`src/rtl/dsr_pkg.sv`:
```
package dsr_pkg;
  typedef enum logic {
    OP_LOAD  = 1'b0,
    OP_SHIFT = 1'b1
  } dsr_op_e;
endpackage

```
`src/rtl/dsr_rst_sync.sv`:
```
module dsr_rst_sync #(
  parameter int unsigned SYNC_STAGES = 2
) (
  input  logic clk,
  input  logic rst_n,
  output logic rst_sync_n
);
  logic [SYNC_STAGES-1:0] sync_q;
  logic [SYNC_STAGES-1:0] sync_d;

  always_comb begin
    sync_d = {sync_q[SYNC_STAGES-2:0], 1'b1};
  end

  always_ff @(negedge clk or negedge rst_n) begin
    if (!rst_n) sync_q <= '0;
    else        sync_q <= sync_d;
  end

  assign rst_sync_n = sync_q[SYNC_STAGES-1];


  rst_follow_chk: assert property (@(negedge clk) !rst_n |-> !rst_sync_n)
    else $error("internal reset not asserted with rst_n");
endmodule

```
`src/rtl/dsr_digit_mux.sv`:
```
module dsr_digit_mux
  import dsr_pkg::*;
#(
  parameter int unsigned DIGIT_W = 4
) (
  input  dsr_op_e              op,
  input  logic [DIGIT_W-1:0]   par_digit,
  input  logic [DIGIT_W-1:0]   up_digit,
  output logic [DIGIT_W-1:0]   sel_digit
);
  for (genvar b = 0; b < DIGIT_W; b++) begin : g_bit
    assign sel_digit[b] = (op == OP_SHIFT) ? up_digit[b] : par_digit[b];
  end
endmodule

```
`src/rtl/dsr_digit_stage.sv`:
```
module dsr_digit_stage
  import dsr_pkg::*;
#(
  parameter int unsigned DIGIT_W = 4
) (
  input  logic               clk,
  input  logic               rst_n,
  input  logic               clr,
  input  dsr_op_e            op,
  input  logic [DIGIT_W-1:0] up_digit,
  input  logic [DIGIT_W-1:0] par_digit,
  output logic [DIGIT_W-1:0] q_digit
);
  logic [DIGIT_W-1:0] sel_digit;
  logic [DIGIT_W-1:0] d_nxt;

  dsr_digit_mux #(.DIGIT_W(DIGIT_W)) u_mux (
    .op        (op),
    .par_digit (par_digit),
    .up_digit  (up_digit),
    .sel_digit (sel_digit)
  );

  always_comb begin
    if (clr) d_nxt = '0;
    else     d_nxt = sel_digit;
  end

  always_ff @(negedge clk or negedge rst_n) begin
    if (!rst_n) q_digit <= '0;
    else        q_digit <= d_nxt;
  end


  stage_clr_chk: assert property (@(negedge clk) disable iff (!rst_n)
    clr |=> (q_digit == '0))
    else $error("stage not cleared");


  stage_shift_chk: assert property (@(negedge clk) disable iff (!rst_n)
    (!clr && op == OP_SHIFT) |=> (q_digit == $past(up_digit)))
    else $error("stage did not take upstream digit");


  stage_load_chk: assert property (@(negedge clk) disable iff (!rst_n)
    (!clr && op == OP_LOAD) |=> (q_digit == $past(par_digit)))
    else $error("stage did not take parallel digit");
endmodule

```
`src/rtl/digit_shift_reg.sv`:
```
module digit_shift_reg
  import dsr_pkg::*;
#(
  parameter int unsigned DIGIT_W     = 4,
  parameter int unsigned N_DIGITS    = 3,
  parameter int unsigned SYNC_STAGES = 2
) (
  input  logic                        clk,
  input  logic                        rst_n,
  input  logic                        clr,
  input  logic                        shift_sel,
  input  logic [DIGIT_W-1:0]          ser_digit,
  input  logic [N_DIGITS*DIGIT_W-1:0] load_bus,
  output logic [N_DIGITS*DIGIT_W-1:0] q_bus
);
  localparam int unsigned BUS_W = N_DIGITS * DIGIT_W;

  logic    rst_int_n;
  dsr_op_e op;
  logic [DIGIT_W-1:0] up_chain [N_DIGITS];

  assign op = shift_sel ? OP_SHIFT : OP_LOAD;

  dsr_rst_sync #(.SYNC_STAGES(SYNC_STAGES)) u_rst_sync (
    .clk        (clk),
    .rst_n      (rst_n),
    .rst_sync_n (rst_int_n)
  );

  for (genvar k = 0; k < N_DIGITS; k++) begin : g_stage
    if (k == 0) begin : g_head
      assign up_chain[k] = ser_digit;
    end else begin : g_link
      assign up_chain[k] = q_bus[(k-1)*DIGIT_W +: DIGIT_W];
    end

    dsr_digit_stage #(.DIGIT_W(DIGIT_W)) u_stage (
      .clk       (clk),
      .rst_n     (rst_int_n),
      .clr       (clr),
      .op        (op),
      .up_digit  (up_chain[k]),
      .par_digit (load_bus[k*DIGIT_W +: DIGIT_W]),
      .q_digit   (q_bus[k*DIGIT_W +: DIGIT_W])
    );
  end


  bus_load_chk: assert property (@(negedge clk) disable iff (!rst_int_n)
    (!clr && !shift_sel) |=> (q_bus == $past(load_bus)))
    else $error("parallel load mismatch");


  head_shift_chk: assert property (@(negedge clk) disable iff (!rst_int_n)
    (!clr && shift_sel) |=> (q_bus[DIGIT_W-1:0] == $past(ser_digit)))
    else $error("serial digit not in stage 0");


  bus_clr_chk: assert property (@(negedge clk) disable iff (!rst_int_n)
    clr |=> (q_bus == {BUS_W{1'b0}}))
    else $error("chain not cleared");
endmodule

```
`config.mk`:
```
export PLATFORM = sky130hd
export DESIGN_NAME = digit_shift_reg
export DESIGN_NICKNAME = d
export VERILOG_FILES = /design/src/rtl/dsr_pkg.sv /design/src/rtl/dsr_rst_sync.sv /design/src/rtl/dsr_digit_mux.sv /design/src/rtl/dsr_digit_stage.sv /design/src/rtl/digit_shift_reg.sv
export SDC_FILE = /design/constraint.sdc
export NUM_CORES = 1
export LEC_CHECK = 0
export CORE_MARGIN = 10
export CORE_UTILIZATION = 39
export DETAILED_ROUTE_END_ITERATION = 10
export GPL_ROUTABILITY_DRIVEN = 0
export HOLD_SLACK_MARGIN = 0.08
export PLACE_DENSITY = 0.82
export SYNTH_ARGS = -nofsm -noshare
export SYNTH_HDL_FRONTEND = slang
export SYNTH_HIERARCHICAL = 1
export SYNTH_SLANG_ARGS = --single-unit
```
`constraint.sdc`:
```
create_clock -name clk -period 0.95 [get_ports clk]
set_clock_uncertainty 0.05 [all_clocks]
set_input_delay 0.095 -clock clk [delete_from_list [all_inputs] [get_ports clk]]
set_output_delay 0.095 -clock clk [all_outputs]
set_load 0.005 [all_outputs]
```
==> impl_metrics.tcl, run 1 <==
set metrics [dict create \
    synth_cell_types 4 \
    maxCapViolations 0 \
    syn_avg_cell_area_um2 14.5 \
    rows 13 \
    rr_worst_depth 3 \
    core_um2 1330 \
    antenna_found_initial 0 \
    hold_slack_ps 104 \
    p_comb_share_pct 26.0 \
    worst-endpoint-arrival_ps 1320 \
    fin_setup_tns_ps -7880 \
    finish.utilization_pct 84.7 \
    fin_area_um2 1130 \
    synth_top_area_share_pct 62.1 \
    dp_hpwl_mm 1.12 \
    start_util_pct 42.3 \
    clockPowerShare_pct 24.5 \
    power_density_nw_per_um2 1180 \
    ys_top_cells_by_area "dfrtn_1 62%, mux2_2 24%, nor2b_1 13%" \
    pre_cts_ws_ps -950 \
    path_buf_inv 1 \
    ys_ff_latch 14 \
    drv_slew 0 \
    reg2reg_slack_ps -120 \
    antenna_cells 0 \
    power_mw 1.34 \
    cts_max_level 1 \
    crit_path_max_fanout 2 \
    vias_per_cell 4.75 \
    r2r-start "g_stage[0].u_stage/q_digit[0]$_DFF_NN0_" \
    yosys_most_used_dff "dfrtn_1" \
    p_sw_share_pct 23.0 \
    synth_area_um2 564 \
    wl_mm 1.82 \
    vias 475 \
    synthArstFlopShare_pct 100 \
    clock_sinks 14 \
    die_w_um 58.0 \
    status "finished with violations" \
    synth_cells 39 \
    ys_warn_count 6 \
    rsz0062_at_grt "true" \
    yosysMostFrequentCell "dfrtn_1" \
    drtPass1Iterations 3 \
    first_iter_violations 4 \
    cp_cell_sequence "buf_2" \
    ioPinCount 32 \
    critPathSlowestCell "dfrtn_1" \
    wire_per_inst_um 18.2 \
    finalHoldViolCount 0 \
    clockBufferDepth 2 \
    violations "setup timing" \
    dpl.cell_count 90 \
    setup_viol 24 \
    nFillCells 75 \
    grt_use_total_pct 11.0 \
    nets 107 \
    ctsHoldBuffers 0 \
    cellLeakagePower_nw 0.620 \
    clk_pin_slew_ps 60 \
    crit_type "flop to output port" \
    seq_area_frac_synth_pct 62.1 \
    critical-path-max-stage-delay_ps 440 \
    grt_pass1_vias 564 \
    overflow 0 \
    end_kind "output port" \
    required_ps 810 \
    insertion_delay_ps 270 \
    crit_family "flip-flops" \
    worstSetupStartpointType "flop" \
    grt_pass1_wl_mm 2.84 \
    cts_made_buffers 3 \
    synth.cells.most_frequent "14 x dfrtn_1, 12 x mux2_2, 12 x nor2b_1" \
    fin_ws_ps -518 \
    p_int_mw 1.03 \
    syn-num-nets 59 \
    die_h_um 58.0 \
    io_buffers 31 \
    drc_errors 0 \
    cts-root-buf "clkbuf_4" \
    place_area_um2 1000 \
    r2r_end "g_stage[1].u_stage/q_digit[0]$_DFF_NN0_" \
    synth_edf_count 0 \
    layout-drive-gt1-share_pct 58.8 \
    ant_nets 0 \
    peakVddDrop_mv 0.896 \
    min_path_type "flop to asynchronous set/reset pin" \
    cts_tree "yes" \
    p_sw_mw 0.307 \
    area_growth_syn_to_layout_pct 100 \
    seqPwrFrac_pct 49.5 \
    grt_max_degree 13 \
    fp.dieArea_um2 3370 \
    synth.largest_area_cell "dfrtn_1" \
    final_cells 100 \
]
[power groups by stage]
stage               combinational [mW]  sequential [mW]  clock [mW]
floorplan                       0.0905            0.672           0
global placement                 0.290            0.670           0
detailed placement               0.294            0.673           0
CTS                              0.297            0.661       0.339
global route                     0.368            0.665       0.380
finish                           0.347            0.661       0.327
[how the worst max path moves through the flow]
stage	from	to	depth (start not counted)
after floorplan	shift_sel	g_stage[0].u_stage/q_digit[0]$_DFF_NN0_	2
after global placement	shift_sel	g_stage[0].u_stage/q_digit[2]$_DFF_NN0_	4
after detailed placement	shift_sel	g_stage[2].u_stage/q_digit[3]$_DFF_NN0_	4
after CTS	g_stage[0].u_stage/q_digit[1]$_DFF_NN0_	q_bus[1]	1
after global routing	g_stage[0].u_stage/q_digit[1]$_DFF_NN0_	q_bus[1]	1
final	g_stage[0].u_stage/q_digit[0]$_DFF_NN0_	q_bus[0]	1
[metal layers]
metal  global-route usage, %  wire length (um)
met1                    11.6               738
met2                    17.2               850
met3                    6.54               219
met4                    5.03                10
met5                       0                 0
[final cells by class]
| class | count | area, um2 | area share (%) |
|---|---|---|---|
| clock buffer | 3 | 22.5 | 1.99 |
| multi-input combinational | 25 | 334 | 29.6 |
| sequential | 14 | 350 | 31.0 |
| tap | 15 | 18.8 | 1.66 |
| timing repair buffer | 43 | 404 | 35.8 |
[cell usage in the layout, fill, tap and decap left out, types with 2 or more instances in the layout]
cell type       n
buf_12          3
dlygate4sd2_1  16
buf_4           7
dfrtn_1        14
mux2_4         12
nor2b_1         2
buf_2          12
nor2b_4        10
clkbuf_4        3
[cell families after synthesis]
family / Yosys count / share of synthesized area [%]
flip-flops: 14 / 62.1
multiplexers: 12 / 23.9
other: 1 / 0.665
AND/OR/NAND/NOR: 12 / 13.3
[repair_timing]
action                     4_1_cts  5_1_grt
buffers inserted                 3        5
setup endpoints to repair       24       24
gates cloned                     2        0
resized for setup               78       10
hold endpoints to repair         0        0
[registers in the layout, indices dropped and copies added, names as in the netlist]
signal / cells
u_rst_sync/sync_q: 2
g_stage.u_stage/q_digit: 12
No activity file was read; power rests on OpenSTA's default activity.
==> run 2: changes to the inputs <==
CTS_CLUSTER_SIZE = 30   (was unset)
TNS_END_PERCENT = 30   (was unset)
==> impl_metrics.tcl, run 2 (same netlist as run 1, synthesis figures left out) <==
set metrics [dict create \
    drv_slew 0 \
    cts_tree "yes" \
    seqCellArea_um2 350 \
    grt_pass1_vias 554 \
    wl_mm 1.62 \
    wl_met2_um 752 \
    seqPwrFrac_pct 50.9 \
    largest_reg_flops 12 \
    vias 465 \
    dr.max_layer_used "met4" \
    min_path_type "flop to asynchronous set/reset pin" \
    dp_hpwl_mm 1.12 \
    p_sw_share_pct 22.3 \
    die_w_um 58.0 \
    grt_pass1_wl_mm 2.59 \
    crit_family "flip-flops" \
    insertion_delay_ps 270 \
    ctsHoldBuffers 0 \
    drc_errors 0 \
    p_sw_mw 0.289 \
    grt_max_degree 13 \
    critPathSlowestCell "dfrtn_1" \
    overflow 0 \
    rows 13 \
    cts_max_level 1 \
    peakVddDrop_mv 0.857 \
    worst-endpoint-arrival_ps 1310 \
    io_buffers 31 \
    top_register "g_stage.u_stage/q_digit" \
    r2r_end "g_stage[2].u_stage/q_digit[3]$_DFF_NN0_" \
    pre_cts_ws_ps -950 \
    clockPowerShare_pct 24.6 \
    status "finished with violations" \
    finalHoldViolCount 0 \
    fin_ws_ps -504 \
    layout-drive-gt1-share_pct 55.3 \
    reg2reg_slack_ps -190 \
    die_h_um 58.0 \
    rr_worst_depth 4 \
    ant_nets 0 \
    multi_input_area_um2 312 \
    setup_viol 24 \
    cellLeakagePower_nw 0.593 \
    worstSetupStartpointType "flop" \
    required_ps 810 \
    p_comb_share_pct 24.5 \
    first_iter_violations 2 \
    violations "setup timing" \
    dpl.cell_count 90 \
    core_um2 1330 \
    final_common_cell "dlygate4sd2_1" \
    start_util_pct 42.3 \
    area_growth_syn_to_layout_pct 92.2 \
    p_int_mw 1.01 \
    path_buf_inv 1 \
    clockBufferDepth 2 \
    clk_pin_slew_ps 60 \
    drtPass1Iterations 4 \
    dr_wl_met3_um 226 \
    rsz0062_at_grt "true" \
    ioPinCount 32 \
    m1WireLength_um 628 \
    nets 107 \
    cts_made_buffers 3 \
    critical-path-max-stage-delay_ps 420 \
    r2r-start "g_stage[1].u_stage/q_digit[3]$_DFF_NN0_" \
    most-common-layout-cells "17 x dlygate4sd2_1, 14 x dfrtn_1, 12 x mux2_4, 12 x buf_2" \
    crit_type "flop to output port" \
    grt_use_total_pct 9.91 \
    power_mw 1.30 \
    end_kind "output port" \
    crit_path_max_fanout 2 \
    cp_cell_sequence "buf_2" \
    antenna_cells 0 \
    clock_sinks 14 \
    vias_per_cell 4.65 \
    top_regs "g_stage.u_stage/q_digit (12), u_rst_sync/sync_q (2)" \
    power_density_nw_per_um2 1190 \
    nFillCells 84 \
    final_cells 100 \
    antenna_found_initial 0 \
    cts-root-buf "clkbuf_4" \
    wire_per_inst_um 16.2 \
    maxCapViolations 0 \
    fp.dieArea_um2 3370 \
]
## run 2: cell types whose count changed in the layout (fill, tap and decap cells not counted)
cell | before | now
buf_6 | 1 | 2
bufbuf_16 | 1 | 0
clkdlybuf4s15_1 | 1 | 0
dlygate4sd2_1 | 16 | 17
nor2b_1 | 2 | 5
nor2b_4 | 10 | 7
## run 2: layout make-up
type / count / area share (%)
Timing Repair Buffer: 43 / 35.2
Tap cell: 15 / 1.73
Clock buffer: 3 / 2.08
Sequential cell: 14 / 32.3
Multi-Input combinational cell: 25 / 28.7
## run 2: worst max path at each step
stage	cells past startpoint	slack, ps	from	end
after CTS	1	-500	g_stage[0].u_stage/q_digit[1]$_DFF_NN0_	q_bus[1]
after detailed placement	4	-950	shift_sel	g_stage[2].u_stage/q_digit[3]$_DFF_NN0_
after floorplan	2	-210	shift_sel	g_stage[0].u_stage/q_digit[0]$_DFF_NN0_
after global routing	1	-540	g_stage[0].u_stage/q_digit[0]$_DFF_NN0_	q_bus[0]
final	1	-500	g_stage[0].u_stage/q_digit[0]$_DFF_NN0_	q_bus[0]
after global placement	4	-930	shift_sel	g_stage[0].u_stage/q_digit[2]$_DFF_NN0_
## run 2: power groups by stage
| stage | clock network (mW) | registers (mW) | logic [mW] |
|---|---|---|---|
| 6_report | 0.318 | 0.660 | 0.318 |
| 5_1_grt | 0.363 | 0.665 | 0.340 |
| 4_1_cts | 0.339 | 0.661 | 0.286 |
| 3_5_place_dp | 0 | 0.673 | 0.294 |
| 3_3_place_gp | 0 | 0.670 | 0.290 |
| 2_1_floorplan | 0 | 0.672 | 0.0905 |
## run 2: stage by stage
step                TNS, ps  util (%)  hold WS, ps  area (um2)
floorplan             -3260         -         52.6         609
global route          -8280      81.3          156        1080
global placement     -17760      75.0          110        1000
finish                -7820      81.3          100        1080
detailed placement   -18050      75.0          129        1000
CTS                   -7830      77.0          129        1030
## run 2: layer usage
layer,vias up,global-route usage [%]
li1,220,-
met1,215,10.4
met2,28,14.9
met3,2,6.54
met4,0,5.03
met5,-,0
## run 2: timing repair
| action | CTS | global route |
|---|---|---|
| setup endpoints to repair | 24 | 24 |
| pin swaps | 0 | 0 |
| hold endpoints to repair | 0 | 0 |
| gates resized for setup | 78 | 5 |
| buffers inserted | 3 | 3 |
| cloned | 1 | 0 |
==> run 3: changes to the inputs <==
SLEW_MARGIN = 25   (was unset)
==> results of run 3 <==
Final layout, timing and power as in run 2 (identical DEF).
